### config.mk
export PLATFORM = sky130hd
export DESIGN_NAME = twisted_ring_timer
export DESIGN_NICKNAME = d
export VERILOG_FILES = /design/src/rtl/ring_timer_pkg.sv /design/src/rtl/ring_timer_ctrl.sv /design/src/rtl/ring_timer_stages.sv /design/src/rtl/ring_timer_decode.sv /design/src/rtl/twisted_ring_timer.sv
export SDC_FILE = /design/constraint.sdc
export NUM_CORES = 1
export LEC_CHECK = 0
export BUFFER_PORTS_ARGS = -buffer_cell sky130_fd_sc_hd__buf_2
export CAP_MARGIN = 20
export CORE_AREA = 2 2 39 41
export CTS_CLUSTER_DIAMETER = 50
export DETAILED_ROUTE_END_ITERATION = 10
export DIE_AREA = 0 0 41 43
export PLACE_DENSITY = 0.63
export SLEW_MARGIN = 20
export SYNTH_ARGS = -nofsm -noshare
export SYNTH_HDL_FRONTEND = slang
export SYNTH_SLANG_ARGS = --single-unit
### constraint.sdc
create_clock -name clk -period 1.6 [get_ports clk]
set_input_delay 0.08 -clock clk [delete_from_list [all_inputs] [get_ports clk]]
set_output_delay 0.08 -clock clk [all_outputs]
set_load 0.02 [all_outputs]
### src/rtl/ring_timer_pkg.sv
package ring_timer_pkg;

  // Strobes from the control slice to the stage datapath, one per edge.
  typedef struct packed {
    logic clearAll;   // force every stage to zero
    logic loadSeed;   // take the external seed pattern
    logic shiftOn;    // advance the ring one step
  } ringStrobe_t;

endpackage

### src/rtl/ring_timer_ctrl.sv
module ring_timer_ctrl
  import ring_timer_pkg::*;
(
  input  logic        rst,
  input  logic        advEn,
  input  logic        seedLoad,
  output ringStrobe_t strobe
);

  // Fixed priority: reset, then seed, then advance; none of them means hold.
  always_comb begin
    strobe          = '0;
    strobe.clearAll = rst;
    strobe.loadSeed = !rst && seedLoad;
    strobe.shiftOn  = !rst && !seedLoad && advEn;
  end

endmodule

### src/rtl/ring_timer_stages.sv
module ring_timer_stages
  import ring_timer_pkg::*;
#(
  parameter int NUM_STAGES = 5
) (
  input  logic                  clk,
  input  ringStrobe_t           strobe,
  input  logic [NUM_STAGES-1:0] seedValue,
  output logic [NUM_STAGES-1:0] stageQ
);

  // Short rings are repaired by a single modified stage input; longer rings
  // contain stable off-cycle patterns that a local term cannot break.
  localparam bit USE_LOCAL_FIX = (NUM_STAGES <= 5);
  localparam int TALLY_W       = $clog2(NUM_STAGES) + 1;

  logic [NUM_STAGES-1:0] ringReg;
  logic [NUM_STAGES-1:0] shiftNext;

  if (USE_LOCAL_FIX) begin : g_local_fix
    // Third stage refuses to pass an isolated one (0,1,0 around it).
    assign shiftNext[0] = ~ringReg[NUM_STAGES-1];
    assign shiftNext[1] = ringReg[0];
    assign shiftNext[2] = ringReg[1] & (ringReg[0] | ringReg[2]);
    for (genvar i = 3; i < NUM_STAGES; i++) begin : g_tail
      assign shiftNext[i] = ringReg[i-1];
    end
  end else begin : g_global_fix
    logic [NUM_STAGES-1:0] plainNext;
    logic [TALLY_W-1:0]    edgeTally;

    assign plainNext = {ringReg[NUM_STAGES-2:0], ~ringReg[NUM_STAGES-1]};

    // Main-cycle patterns have at most one boundary between neighbours.
    always_comb begin
      edgeTally = '0;
      for (int i = 1; i < NUM_STAGES; i++) begin
        edgeTally = edgeTally + TALLY_W'(ringReg[i] ^ ringReg[i-1]);
      end
    end

    assign shiftNext = (edgeTally > TALLY_W'(1)) ? '0 : plainNext;
  end

  always_ff @(posedge clk) begin
    if (strobe.clearAll) begin
      ringReg <= '0;
    end else if (strobe.loadSeed) begin
      ringReg <= seedValue;
    end else if (strobe.shiftOn) begin
      ringReg <= shiftNext;
    end
  end

  assign stageQ = ringReg;

endmodule

### src/rtl/ring_timer_decode.sv
module ring_timer_decode #(
  parameter int NUM_STAGES = 5
) (
  input  logic [NUM_STAGES-1:0]   stageQ,
  output logic [2*NUM_STAGES-1:0] phaseOut
);

  localparam int PHASES = 2 * NUM_STAGES;

  // One two-input AND per phase, picking the single boundary of each pattern.
  for (genvar k = 0; k < PHASES; k++) begin : g_tap
    if (k == 0) begin : g_allZero
      assign phaseOut[k] = ~stageQ[0] & ~stageQ[NUM_STAGES-1];
    end else if (k < NUM_STAGES) begin : g_fillOnes
      assign phaseOut[k] = stageQ[k-1] & ~stageQ[k];
    end else if (k == NUM_STAGES) begin : g_allOne
      assign phaseOut[k] = stageQ[0] & stageQ[NUM_STAGES-1];
    end else begin : g_fillZeros
      assign phaseOut[k] = ~stageQ[k-NUM_STAGES-1] & stageQ[k-NUM_STAGES];
    end
  end

endmodule

### src/rtl/twisted_ring_timer.sv
module twisted_ring_timer
  import ring_timer_pkg::*;
#(
  parameter int NUM_STAGES = 5
) (
  input  logic                    clk,
  input  logic                    rst,
  input  logic                    advEn,
  input  logic                    seedLoad,
  input  logic [NUM_STAGES-1:0]   seedValue,
  output logic [NUM_STAGES-1:0]   stageQ,
  output logic [2*NUM_STAGES-1:0] phaseOut
);

  ringStrobe_t strobe;

  ring_timer_ctrl u_ctrl (
    .rst      (rst),
    .advEn    (advEn),
    .seedLoad (seedLoad),
    .strobe   (strobe)
  );

  ring_timer_stages #(.NUM_STAGES(NUM_STAGES)) u_stages (
    .clk       (clk),
    .strobe    (strobe),
    .seedValue (seedValue),
    .stageQ    (stageQ)
  );

  ring_timer_decode #(.NUM_STAGES(NUM_STAGES)) u_decode (
    .stageQ   (stageQ),
    .phaseOut (phaseOut)
  );

endmodule

Word level (Yosys, flattened, before mapping)
Cells that the tools add are included.
{"block": "classes", "addsub": 0, "n_mul": 0, "n_div": 0, "order_cmp": 0, "eq_ne": 0, "shift": 0, "muxes": 2, "bitwise_logic": 17, "reduce_logical": 6}
{"operator": "1-bit bitwise AND", "count": 11}
{"operator": "5-bit 2-to-1 mux", "count": 2}
{"operator": "1-bit NOT", "count": 5}
{"operator": "1-bit logical AND", "count": 3}
{"operator": "1-bit logical NOT", "count": 2}
{"operator": "2-bit nonzero test", "count": 1}
{"operator": "1-bit bitwise OR", "count": 1}
{"block": "totals", "register_bits": 5, "latch_bits": 0, "ramBits": 0, "romBits": 0, "wordCells": 26, "memories": 0}

Longest topological paths before layout
Gate-level depths: netlist of run 1.
{"block": "logic_depth", "ltp_word": 5, "mapped_depth": 4, "ltp_nobuf": 3}

Modules after synthesis
Synthesis of run 1 repeated with hierarchy kept, for this count alone.
{"block": "unflattened", "cells_unflattened": 38, "hier_area_um2": 334.1}
{"mod": "ring_timer_stages", "n_inst": 1, "cells_each": 25, "area_per_inst_um2": 242.7, "seq_area_each_um2": 100.1}
{"mod": "ring_timer_decode", "n_inst": 1, "cells_each": 10, "area_per_inst_um2": 65.1, "seq_area_each_um2": 0.0}
{"mod": "ring_timer_ctrl", "n_inst": 1, "cells_each": 3, "area_per_inst_um2": 26.3, "seq_area_each_um2": 0.0}

Worst setup path before layout of run 1
No wires, ideal clock.
{"block": "synth_path", "kind": "register to register", "start": "reg u_stages.stageQ[0] (netlist name)", "end": "reg u_stages.ringReg[0] (netlist: u_stages.stageQ[0])", "t_arrival_ps": 964, "required_ps": 1534, "setup_slack_ps": 570, "stages_incl_launch_ff": 4, "path_buffers": 0, "path_cell_list": "dfxtp_1 > nor2_2 > a211o_1 > a21oi_2"}
{"item": "end signal, assigned", "line_no": "ring_timer_stages.sv:49", "source": "ringReg <= seedValue;"}
{"item": "end signal, assigned", "line_no": "ring_timer_stages.sv:51", "source": "ringReg <= shiftNext;"}
{"item": "end, declared", "line_no": "ring_timer_stages.sv:17", "source": "logic [NUM_STAGES-1:0] ringReg;"}

Worst setup path in the final report of run 1
{"block": "layout_path", "start": "reg u_stages.ringReg[0] (netlist: u_stages.stageQ[0])", "end": "out phaseOut[6]"}
{"block": "layout_via", "elab_chain_cells": 2}
{"item": "1-bit NOT", "line_no": "ring_timer_decode.sv:19", "source": "assign phaseOut[k] = ~stageQ[k-NUM_STAGES-1] & stageQ[k-NUM_STAGES];"}
{"item": "1-bit bitwise AND", "line_no": "ring_timer_decode.sv:19"}
{"item": "end, declared", "line_no": "twisted_ring_timer.sv:12", "source": "output logic [2*NUM_STAGES-1:0] phaseOut"}
Every way passes these cells.

==> Implementation_results.wiki, run 1 <==
{| class="wikitable"
! Metric !! Value
|-
| Grt ovf || 0
|-
| Detail-routed via count per cell || 4.29
|-
| Cell Area, Synth || ~340 sq um
|-
| Initial core utilization || about a quarter
|-
| Count of state elements after synthesis || 5
|-
| Layout cell share with drive strength beyond 1 || a little over half
|-
| Switching Power || 0.126 mW
|-
| Logic pwr share || between 20% and 30%
|-
| Clock buffer count from CTS || 3
|-
| Transition time at the pin with the least slew margin || 252 ps
|-
| First-pass iteration count of the detailed router || 2
|-
| Count of unique library cells instantiated by Yosys || 18
|-
| Die Y-Extent || approximately 43 um
|-
| Hold Path Origin || seedValue[3]
|-
| Number of clock sinks || 5
|-
| Number of buffers on the longest clock path || 2
|-
| Register share of total power || 36.4%
|-
| Std cell rows || 14
|-
| Number of buffer cells added on primary ports || 23
|-
| Post-route setup TNS || 0 ps
|-
| Wire length of the first global-routing pass || between 1 and 1.5 mm
|-
| Ports || 24
|-
| Final Max Slew Viols || 0
|-
| Number of buffers inserted to repair setup after CTS || 0
|-
| Worst clock skew || between 2 and 2.5 ps
|-
| R2r startpoint || u_stages.stageQ[0]
|-
| Final Wtd Congestion || 0.635
|-
| R2R setup slack || 620 ps
|-
| Die Wd || between 40 and 50 um
|-
| Number of buffers inserted by hold repair at cts || 0
|-
| Headroom to the max-slew limit || between 80 and 90%
|-
| CTS root buffer || clkbuf_4
|-
| Detail Placement HPWL || around 580 um
|-
| Clock share of power || a little over a third
|-
| Crit path capture type || output port
|-
| Area growth, synth to finish || 41.9%
|-
| Number of endpoints failing setup at the final stage || 0
|-
| Number of gates resized after cts || 0
|-
| Post-synthesis average cell area || about 9.5 sq um
|-
| Sequential-to-total area share from yosys stat || roughly 29%
|-
| Biggest fanout along the worst timing path || 8
|-
| Vias in the first global route || between 200 and 300
|-
| Initial detailed-routing violation count || 3
|-
| Smallest setup slack after layout || between 400 and 500 ps
|-
| Worst setup SP type || flop
|-
| Sum of routed wire length over all layers || a little under 800 um
|-
| Die Outline Area || between 1500 and 2000 sq um
|-
| Period utilization || a little over two thirds
|-
| Count of antenna diodes in the layout || 0
|-
| Max cap viols || 0
|-
| Cell depth of the worst hold path || 3
|-
| Pwr/cell area || about 840 nW/um^2
|-
| WL/cell || about 10 um
|-
| Terminating pin of the worst hold path || u_stages.stageQ[3]
|-
| Maximum level of the CTS H-tree || 1
|-
| Clk_lat worst skew || between 200 and 250 ps
|-
| Most common library cell in the layout ignoring fill and taps || buf_2
|-
| Sw Ratio || between 30% and 40%
|-
| Placed Cells || 73
|-
| Critical Path RT || between 1500 and 2000 ps
|-
| Synthesized net count || 45
|-
| GRT Total Usage || a little over 10%
|-
| Remaining number of nets flagged by the antenna check after routing || 0
|-
| Largest net degree at the start of global routing || 10
|-
| Post-layout instance count excluding filler cells || 77
|-
| Reg2reg end || u_stages.stageQ[0]
|-
| Total DRC errors in the routed layout || 0
|-
| Area of the core region || around 1400 sq um
|-
| R2R depth || 3
|-
| Worst IR drop on VDD || around 320 uV
|-
| Worst setup slack before clock tree synthesis || ~630 ps
|-
| RSZ-0062 raised after global routing || no
|-
| Worst endpoint data arrival time || roughly 1100 ps
|-
| Lkg Pwr || 0.270 nW
|-
| Routed vias || between 300 and 400
|-
| Syn. warnings || 0
|-
| Worst Hold Class || input pin to flop
|-
| Count of nets after finishing || slightly above 70
|-
| Initial antenna violation count || 0
|-
| Cell-internal power || 0.277 mW
|-
| Flip-flop count of the largest register, all copies and words added || 5
|-
| Crit Path Category || flop to output port
|-
| Clock-pin slew on the worst setup and hold paths || approximately 50 ps
|-
| Number of instances in the synthesized netlist || 36
|-
| Crit path time final || 1130 ps
|-
| Count of final hold-check violations || 0
|-
| Fmax || 0.887 GHz
|-
| Run status || completed
|-
| CTS tree || done
|-
| Commonest cells after routing, fill and taps aside || buf_2 (23), nor2b_1 (7), nor2_1 (5), dfxtp_1 (5)
|}
worst max-delay path, cell delays in order (launching register included):
cell     delay [ps]
dfxtp_1         450
and2b_1         210
buf_2           150
layout make-up:
type | count | area [sq um]
Fill cell | 156 | 901
Timing Repair Buffer | 23 | 115
Sequential cell | 5 | 100
Tap cell | 16 | 20.0
Clock buffer | 4 | 26.3
Multi-Input combinational cell | 29 | 221
stage by stage:
step	utilization [%]	total power [mW]	cell area (sq um)	hold WS, ps
finish	34.9	0.403	483	79.1
global route	34.9	0.431	483	71.5
CTS	34.9	0.414	483	73.4
detailed placement	33.0	0.260	457	321
global placement	33.0	0.258	457	319
floorplan	-	0.225	340	142
metal layers:
metal	share of wire, %	track usage, %	vias up	routed length, um
met3	7.3	3.14	0	57
met4	0	8.00	0	0
met2	46	12.8	13	361
met1	47	13.8	144	366
li1	-	-	173	-
met5	0	0	-	0
logic make-up after synthesis:
kind of cell / count (synthesis) / synth area share [%]
simple gates: 19 / 31.3
compound gates: 4 / 11.8
flops: 5 / 29.4
buf+inv: 2 / 5.52
mux: 6 / 22.1
cells in the mapped netlist, drive strengths merged:
cell type	n	area [sq um]
nor2b	7	43.8
nor2	6	25.0
dfxtp	5	100
mux2	3	45.0
mux2i	3	30.0
buf	2	18.8
a211o	1	8.76
a211oi	1	7.51
a21oi	1	8.76
a221oi	1	15.0
and2	1	6.26
and2b	1	7.51
and3b	1	8.76
nand2	1	3.75
nand2b	1	6.26
nor3	1	5.00
how the worst max path moves through the flow:
stage | startpoint | end | cells after the start
after floorplan | u_stages.stageQ[0] | u_stages.stageQ[0] | 3
after global placement | u_stages.stageQ[0] | u_stages.stageQ[0] | 3
after detailed placement | u_stages.stageQ[0] | u_stages.stageQ[0] | 3
after CTS | u_stages.stageQ[0] | phaseOut[6] | 2
after global routing | u_stages.stageQ[2] | phaseOut[7] | 2
final | u_stages.stageQ[0] | phaseOut[6] | 2
power groups by stage:
stage | Combinational (mW) | Clock, mW | Sequential (mW)
final | 0.109 | 0.148 | 0.147
after global routing | 0.119 | 0.163 | 0.150
after CTS | 0.110 | 0.156 | 0.147
after detailed placement | 0.110 | 0 | 0.150
after global placement | 0.109 | 0 | 0.149
after floorplan | 0.0687 | 0 | 0.156
(Power assumes the default switching activity.)
==> run 2, diff against run 1 <==
clock period = 1.1 ns   (was 1.6 ns; I/O delays follow)
==> run 2 against run 1 <==
  * Sequential share of layout area increased by 1.0 points
  * Die area unchanged
  * Register-to-register slack lost 420 ps
  * Worst setup slack got worse by 390 ps
  * Total power is 46% higher
  * Combinational power grew 46%
  * Clock skew is essentially flat
  * Largest cell class unchanged
  * Global-route usage rose by 0.10 points
  * First-iteration DRC count did not move
==> Implementation_results.wiki, run 2 (same netlist as run 1, synthesis figures left out) <==
{| class="wikitable"
! Metric !! Value
|-
| Worst setup SP type || flop (unchanged)
|-
| Die Wd || 41 um (unchanged)
|-
| Count of final hold-check violations || 0 (unchanged)
|-
| Post-route setup TNS || 0 ps (unchanged)
|-
| Commonest cells after routing, fill and taps aside || buf_2 (23), nor2b_1 (7), nor2_1 (5), dfxtp_2 (5) (was buf_2 (23), nor2b_1 (7), nor2_1 (5), dfxtp_1 (5))
|-
| Reg2reg end || u_stages.stageQ[0] (unchanged)
|-
| Number of buffers inserted to repair setup after CTS || 0 (unchanged)
|-
| Period utilization || approximately 93%
|-
| Number of buffers inserted by hold repair at cts || 0 (unchanged)
|-
| Final Max Slew Viols || 0 (unchanged)
|-
| Sw Ratio || 31.1% (was 31.3%)
|-
| Number of endpoints failing setup at the final stage || 0 (unchanged)
|-
| WL/cell || 10.2 um (about the same)
|-
| Die Outline Area || 1760 sq um (unchanged)
|-
| Ports || 24 (unchanged)
|-
| Number of buffers on the longest clock path || 2 (unchanged)
|-
| Transition time at the pin with the least slew margin || 187 ps (was 252 ps)
|-
| Run status || completed (unchanged)
|-
| Crit Path Category || flop to output port (unchanged)
|-
| Count of antenna diodes in the layout || 0 (unchanged)
|-
| Detail Placement HPWL || 579 um (unchanged)
|-
| Crit path time final || a little over 1000 ps
|-
| R2R setup slack || 200 ps (was 620 ps)
|-
| Largest net degree at the start of global routing || 10 (unchanged)
|-
| Clk_lat worst skew || 240 ps (about the same)
|-
| R2R depth || 3 (unchanged)
|-
| First-pass iteration count of the detailed router || 2 (unchanged)
|-
| Sum of routed wire length over all layers || 784 um (was 785 um)
|-
| Multi-input combinational cell area || 221 sq um (unchanged)
|-
| Area of the core region || 1380 sq um (unchanged)
|-
| Total DRC errors in the routed layout || 0 (unchanged)
|-
| Wire length of the first global-routing pass || 1.19 mm (was 1.17 mm)
|-
| Logic pwr share || 26.9% (was 27.0%)
|-
| Clock share of power || 36.4% (was 36.6%)
|-
| Remaining number of nets flagged by the antenna check after routing || 0 (unchanged)
|-
| Std cell rows || 14 (unchanged)
|-
| Initial detailed-routing violation count || 3 (unchanged)
|-
| Most common library cell in the layout ignoring fill and taps || buf_2 (unchanged)
|-
| RSZ-0062 raised after global routing || no (unchanged)
|-
| Worst Hold Margin || 52.1 ps (was 79.1 ps)
|-
| Source of the critical timing path || u_stages.stageQ[0] (unchanged)
|-
| Critical Path RT || 1040 ps (was 1520 ps)
|-
| Worst endpoint data arrival time || 960 ps (was 1050 ps)
|-
| CTS root buffer || clkbuf_4 (unchanged)
|-
| R2r startpoint || u_stages.stageQ[0] (unchanged)
|-
| Final Wtd Congestion || 0.635 (unchanged)
|-
| Register share of total power || 36.7% (was 36.4%)
|-
| Lkg Pwr || 0.272 nW (was 0.270 nW)
|-
| Routed vias || 330 (unchanged)
|-
| Detail-routed via count per cell || 4.29 (unchanged)
|-
| Count of nets after finishing || 71 (unchanged)
|-
| Clock buffer count from CTS || 3 (unchanged)
|-
| Initial core utilization || 24.6% (unchanged)
|-
| Biggest fanout along the worst timing path || 8 (unchanged)
|-
| Pwr/cell area || 1200 nW/um^2 (was 835 nW/um^2)
|-
| Worst clock skew || 1.81 ps (was 2.02 ps)
|-
| Maximum level of the CTS H-tree || 1 (unchanged)
|-
| Register area || 106 sq um (was 100 sq um)
|-
| Number of gates resized after cts || 1 (was 0)
|-
| Vias in the first global route || 279 (was 278)
|-
| Grt ovf || 0 (unchanged)
|-
| Area growth, synth to finish || 43.8% (was 41.9%)
|-
| Capturing element of the worst setup path || phaseOut[6] (unchanged)
|-
| Fmax || around 0.98 GHz
|-
| GRT Total Usage || 10.3% (was 10.2%)
|-
| Worst IR drop on VDD || 472 uV (was 318 uV)
|-
| Worst Hold Class || input pin to flop (unchanged)
|-
| Switching Power || 0.183 mW (was 0.126 mW)
|-
| Smallest setup slack after layout || 80.4 ps (was 472 ps)
|-
| Max cap viols || 0 (unchanged)
|-
| Worst setup slack before clock tree synthesis || 133 ps (was 633 ps)
|-
| Cell-internal power || 0.406 mW (was 0.277 mW)
|-
| Initial antenna violation count || 0 (unchanged)
|-
| Die Y-Extent || 43 um (unchanged)
|-
| Headroom to the max-slew limit || 87.5% (was 83.2%)
|-
| Crit path capture type || output port (unchanged)
|-
| CTS tree || done (unchanged)
|-
| Number of buffer cells added on primary ports || 23 (unchanged)
|-
| Flip-flop count of the largest register, all copies and words added || 5 (unchanged)
|-
| Layout cell share with drive strength beyond 1 || 60.7% (was 52.5%)
|-
| Clock-pin slew on the worst setup and hold paths || 40 ps (was 50 ps)
|-
| Number of clock sinks || 5 (unchanged)
|-
| Fill count || 152 (was 156)
|}
-- run 2: changes by cell type in the layout (fill, tap and decap cells not counted) --
cell,delta
dfxtp_1,-5
dfxtp_2,+5
-- run 2: layout make-up --
cell class / instances / share of cell area [%]
Multi-Input combinational cell: 29 / 45.3
Clock buffer: 4 / 5.37
Tap cell: 16 / 4.09
Timing Repair Buffer: 23 / 23.5
Sequential cell: 5 / 21.7
-- run 2: worst min-delay path by stage --
stage / start / endpoint / slack, ps / cells after the start
6_report: rst / u_stages.stageQ[0] / 50 / 2
3_3_place_gp: seedValue[4] / u_stages.stageQ[4] / 290 / 3
3_5_place_dp: seedValue[4] / u_stages.stageQ[4] / 300 / 3
5_1_grt: seedValue[3] / u_stages.stageQ[3] / 50 / 3
4_1_cts: rst / u_stages.stageQ[0] / 40 / 2
2_1_floorplan: rst / u_stages.stageQ[0] / 120 / 1
-- run 2: power by group through the flow --
| stage | combinational (mW) | clock [mW] | sequential, mW |
|---|---|---|---|
| 2_1_floorplan | 0.0999 | 0 | 0.227 |
| 3_3_place_gp | 0.158 | 0 | 0.217 |
| 3_5_place_dp | 0.160 | 0 | 0.218 |
| 4_1_cts | 0.160 | 0.227 | 0.215 |
| 5_1_grt | 0.173 | 0.237 | 0.221 |
| 6_report | 0.159 | 0.214 | 0.216 |
-- run 2: layer usage --
metal  wire, um  part of all wire [%]  global-route usage, %
met2        366                    47                   12.8
met1        359                    46                   14.1
met4          0                     0                   8.00
met3         57                   7.3                   3.14
met5          0                     0                      0
-- run 2: worst max-delay path, stage by stage, from the launching register on --
cell and delay (ps):
dfxtp_2 390, and2b_1 190, buf_2 150
-- run 2: per-stage QoR --
stage | cell area (sq um) | instances | utilization [%] | total power, mW
after floorplan | 340 | 36 | - | 0.327
after detailed placement | 457 | 73 | 33.0 | 0.378
final | 489 | 77 | 35.4 | 0.589
after global routing | 489 | 77 | 35.4 | 0.631
after CTS | 484 | 77 | 35.0 | 0.602
after global placement | 457 | 73 | 33.0 | 0.375
==> run 3, diff against run 2 <==
GPL_TIMING_DRIVEN = 0   (was not set)
REMOVE_ABC_BUFFERS = 1   (was not set)
==> run 3 against run 2 <==
  * Cell area rose by 0.51%
  * Sequential share of layout area fell by 0.11 points
  * Non-clock buffer count did not move
  * Flip-flop and latch count did not move
  * Via count rose by 1.2%
  * Combinational power barely moved
  * Critical path depth did not move
  * Critical endpoint unchanged
  * Largest cell class unchanged
  * Largest power group unchanged
==> Implementation_results.wiki, run 3 (same netlist as run 1, synthesis figures left out) <==
{| class="wikitable"
! Metric !! Value
|-
| Fill count || 148 (was 152)
|-
| First-pass iteration count of the detailed router || 1 (was 2)
|-
| Die Outline Area || 1760 sq um (unchanged)
|-
| Final Wtd Congestion || 0.700 (was 0.635)
|-
| Multi-input combinational cell area || 221 sq um (unchanged)
|-
| CTS tree || done (unchanged)
|-
| Post-route setup TNS || 0 ps (unchanged)
|-
| Headroom to the max-slew limit || 87.6% (was 87.5%)
|-
| Number of buffers on the longest clock path || 2 (unchanged)
|-
| WL/cell || 10.1 um (was 10.2 um)
|-
| Worst setup SP type || flop (unchanged)
|-
| Number of buffers inserted to repair setup after CTS || 0 (unchanged)
|-
| Pwr/cell area || 1200 nW/um^2 (about the same)
|-
| Crit path capture type || output port (unchanged)
|-
| Final design utilization || 35.5% (was 35.4%)
|-
| Register area || 106 sq um (unchanged)
|-
| Most common library cell in the layout ignoring fill and taps || buf_2 (unchanged)
|-
| Worst Hold Class || input pin to flop (unchanged)
|-
| Final Max Slew Viols || 0 (unchanged)
|-
| Largest net degree at the start of global routing || 10 (unchanged)
|-
| Detail-routed via count per cell || 4.34 (was 4.29)
|-
| Count of antenna diodes in the layout || 0 (unchanged)
|-
| Initial antenna violation count || 0 (unchanged)
|-
| Fmax || 0.989 GHz (was 0.981 GHz)
|-
| Ports || 24 (unchanged)
|-
| Maximum level of the CTS H-tree || 1 (unchanged)
|-
| Biggest fanout along the worst timing path || 8 (unchanged)
|-
| Worst clock skew || 0.805 ps (was 1.81 ps)
|-
| Worst endpoint data arrival time || 960 ps (about the same)
|-
| Number of clock sinks || 5 (unchanged)
|-
| Maximum cell stage delay along the critical path || 380 ps (was 390 ps)
|-
| Die Wd || 41 um (unchanged)
|-
| Initial core utilization || 24.6% (unchanged)
|-
| Vias in the first global route || 292 (was 279)
|-
| Crit Path Category || flop to output port (unchanged)
|-
| Area growth, synth to finish || 44.5% (was 43.8%)
|-
| Routed vias || 334 (was 330)
|-
| Std cell rows || 14 (unchanged)
|-
| Number of buffers inserted by hold repair at cts || 0 (unchanged)
|-
| CTS root buffer || clkbuf_4 (unchanged)
|-
| Remaining number of nets flagged by the antenna check after routing || 0 (unchanged)
|-
| Crit-path cells || and2b_1 -> buf_2 (unchanged)
|-
| Cell with the largest stage delay on the worst path || dfxtp_2 (unchanged)
|-
| Max cap viols || 0 (unchanged)
|-
| Detail Placement HPWL || 565 um (was 579 um)
|-
| Worst Hold Margin || 47.4 ps (was 52.1 ps)
|-
| Transition time at the pin with the least slew margin || 185 ps (was 187 ps)
|-
| Sum of routed wire length over all layers || 774 um (was 784 um)
|-
| Initial detailed-routing violation count || 0 (was 3)
|-
| Critical Path RT || 1040 ps (about the same)
|-
| Count of nets after finishing || 71 (unchanged)
|-
| Period utilization || 91.9% (was 92.7%)
|-
| Crit path time final || 1010 ps (was 1020 ps)
|-
| Number of buffer cells added on primary ports || 23 (unchanged)
|-
| Run status || completed (unchanged)
|-
| Clock-pin slew on the worst setup and hold paths || 40 ps (about the same)
|-
| Count of final hold-check violations || 0 (unchanged)
|-
| GRT Total Usage || 10.3% (about the same)
|-
| Clock buffer count from CTS || 3 (unchanged)
|-
| Lkg Pwr || 0.272 nW (about the same)
|-
| Wire length of the first global-routing pass || 1.16 mm (was 1.19 mm)
|-
| Total DRC errors in the routed layout || 0 (unchanged)
|-
| Flip-flop count of the largest register, all copies and words added || 5 (unchanged)
|-
| Worst setup slack before clock tree synthesis || 140 ps (was 133 ps)
|-
| Commonest cells after routing, fill and taps aside || buf_2 (22), nor2b_1 (7), nor2_1 (5), dfxtp_2 (5) (was buf_2 (23), nor2b_1 (7), nor2_1 (5), dfxtp_2 (5))
|-
| Number of endpoints failing setup at the final stage || 0 (unchanged)
|-
| RSZ-0062 raised after global routing || no (unchanged)
|-
| Die Y-Extent || 43 um (unchanged)
|-
| Layout cell share with drive strength beyond 1 || 60.7% (unchanged)
|-
| Area of the core region || 1380 sq um (unchanged)
|-
| Grt ovf || 0 (unchanged)
|-
| Clk_lat worst skew || 240 ps (about the same)
|-
| Post-layout power || 0.590 mW (was 0.589 mW)
|-
| Worst IR drop on VDD || 408 uV (was 472 uV)
|-
| Smallest setup slack after layout || 89.1 ps (was 80.4 ps)
|}
[run 3: cell count changes in the layout (fill, tap and decap cells not counted)]
cell / delta
buf_2: -1
buf_4: +1
[run 3: per-stage QoR]
step / area (sq um) / cells
after floorplan: 322 / 34
after global placement: 457 / 73
after detailed placement: 457 / 73
after CTS: 483 / 77
after global routing: 492 / 77
final: 492 / 77
[run 3: cell type report]
type                    instances  share of cell area (%)
multi-input cells              29                    45.0
clock buffers                   4                    5.34
repair buffers                 23                    23.9
well taps                      16                    4.07
flip-flops and latches          5                    21.6
[run 3: worst paths after layout]
path / slack, ps / cells after the start / endpoint / from
worst max-delay path: 90 / 2 / phaseOut[6] / u_stages.stageQ[0]
worst min-delay path: 50 / 2 / u_stages.stageQ[0] / rst
worst max register to register: 210 / 3 / u_stages.stageQ[3] / u_stages.stageQ[2]
worst min register to register: 610 / 2 / u_stages.stageQ[0] / u_stages.stageQ[4]
[run 3: timing repair]
| action | in CTS | in global routing |
|---|---|---|
| setup endpoints to repair | 0 | 8 |
| gates resized for setup | 0 | 6 |
| endpoints found under the hold margin | 0 | 0 |
[run 3: report_power, final]
group	total, mW	switching, mW	internal [mW]
Clock	0.213	0.0763	0.137
Combinational	0.160	0.0862	0.0739
Sequential	0.216	0.0201	0.196
[run 3: worst max-delay path: cells and delay by family, from the launching register on]
kind / cells / cell delay [ps]
DFF: 1 / 380
buffers and inverters: 1 / 150
and+or+nand+nor: 1 / 190
[run 3: layer usage]
layer / share of wire [%] / vias to the layer above / wire length, um / global-route usage, %
li1: - / 171 / - / -
met1: 44 / 151 / 341 / 10.5
met2: 49 / 12 / 381 / 15.3
met3: 6.7 / 0 / 52 / 3.14
met4: 0 / 0 / 0 / 10.0
met5: 0 / - / 0 / 0
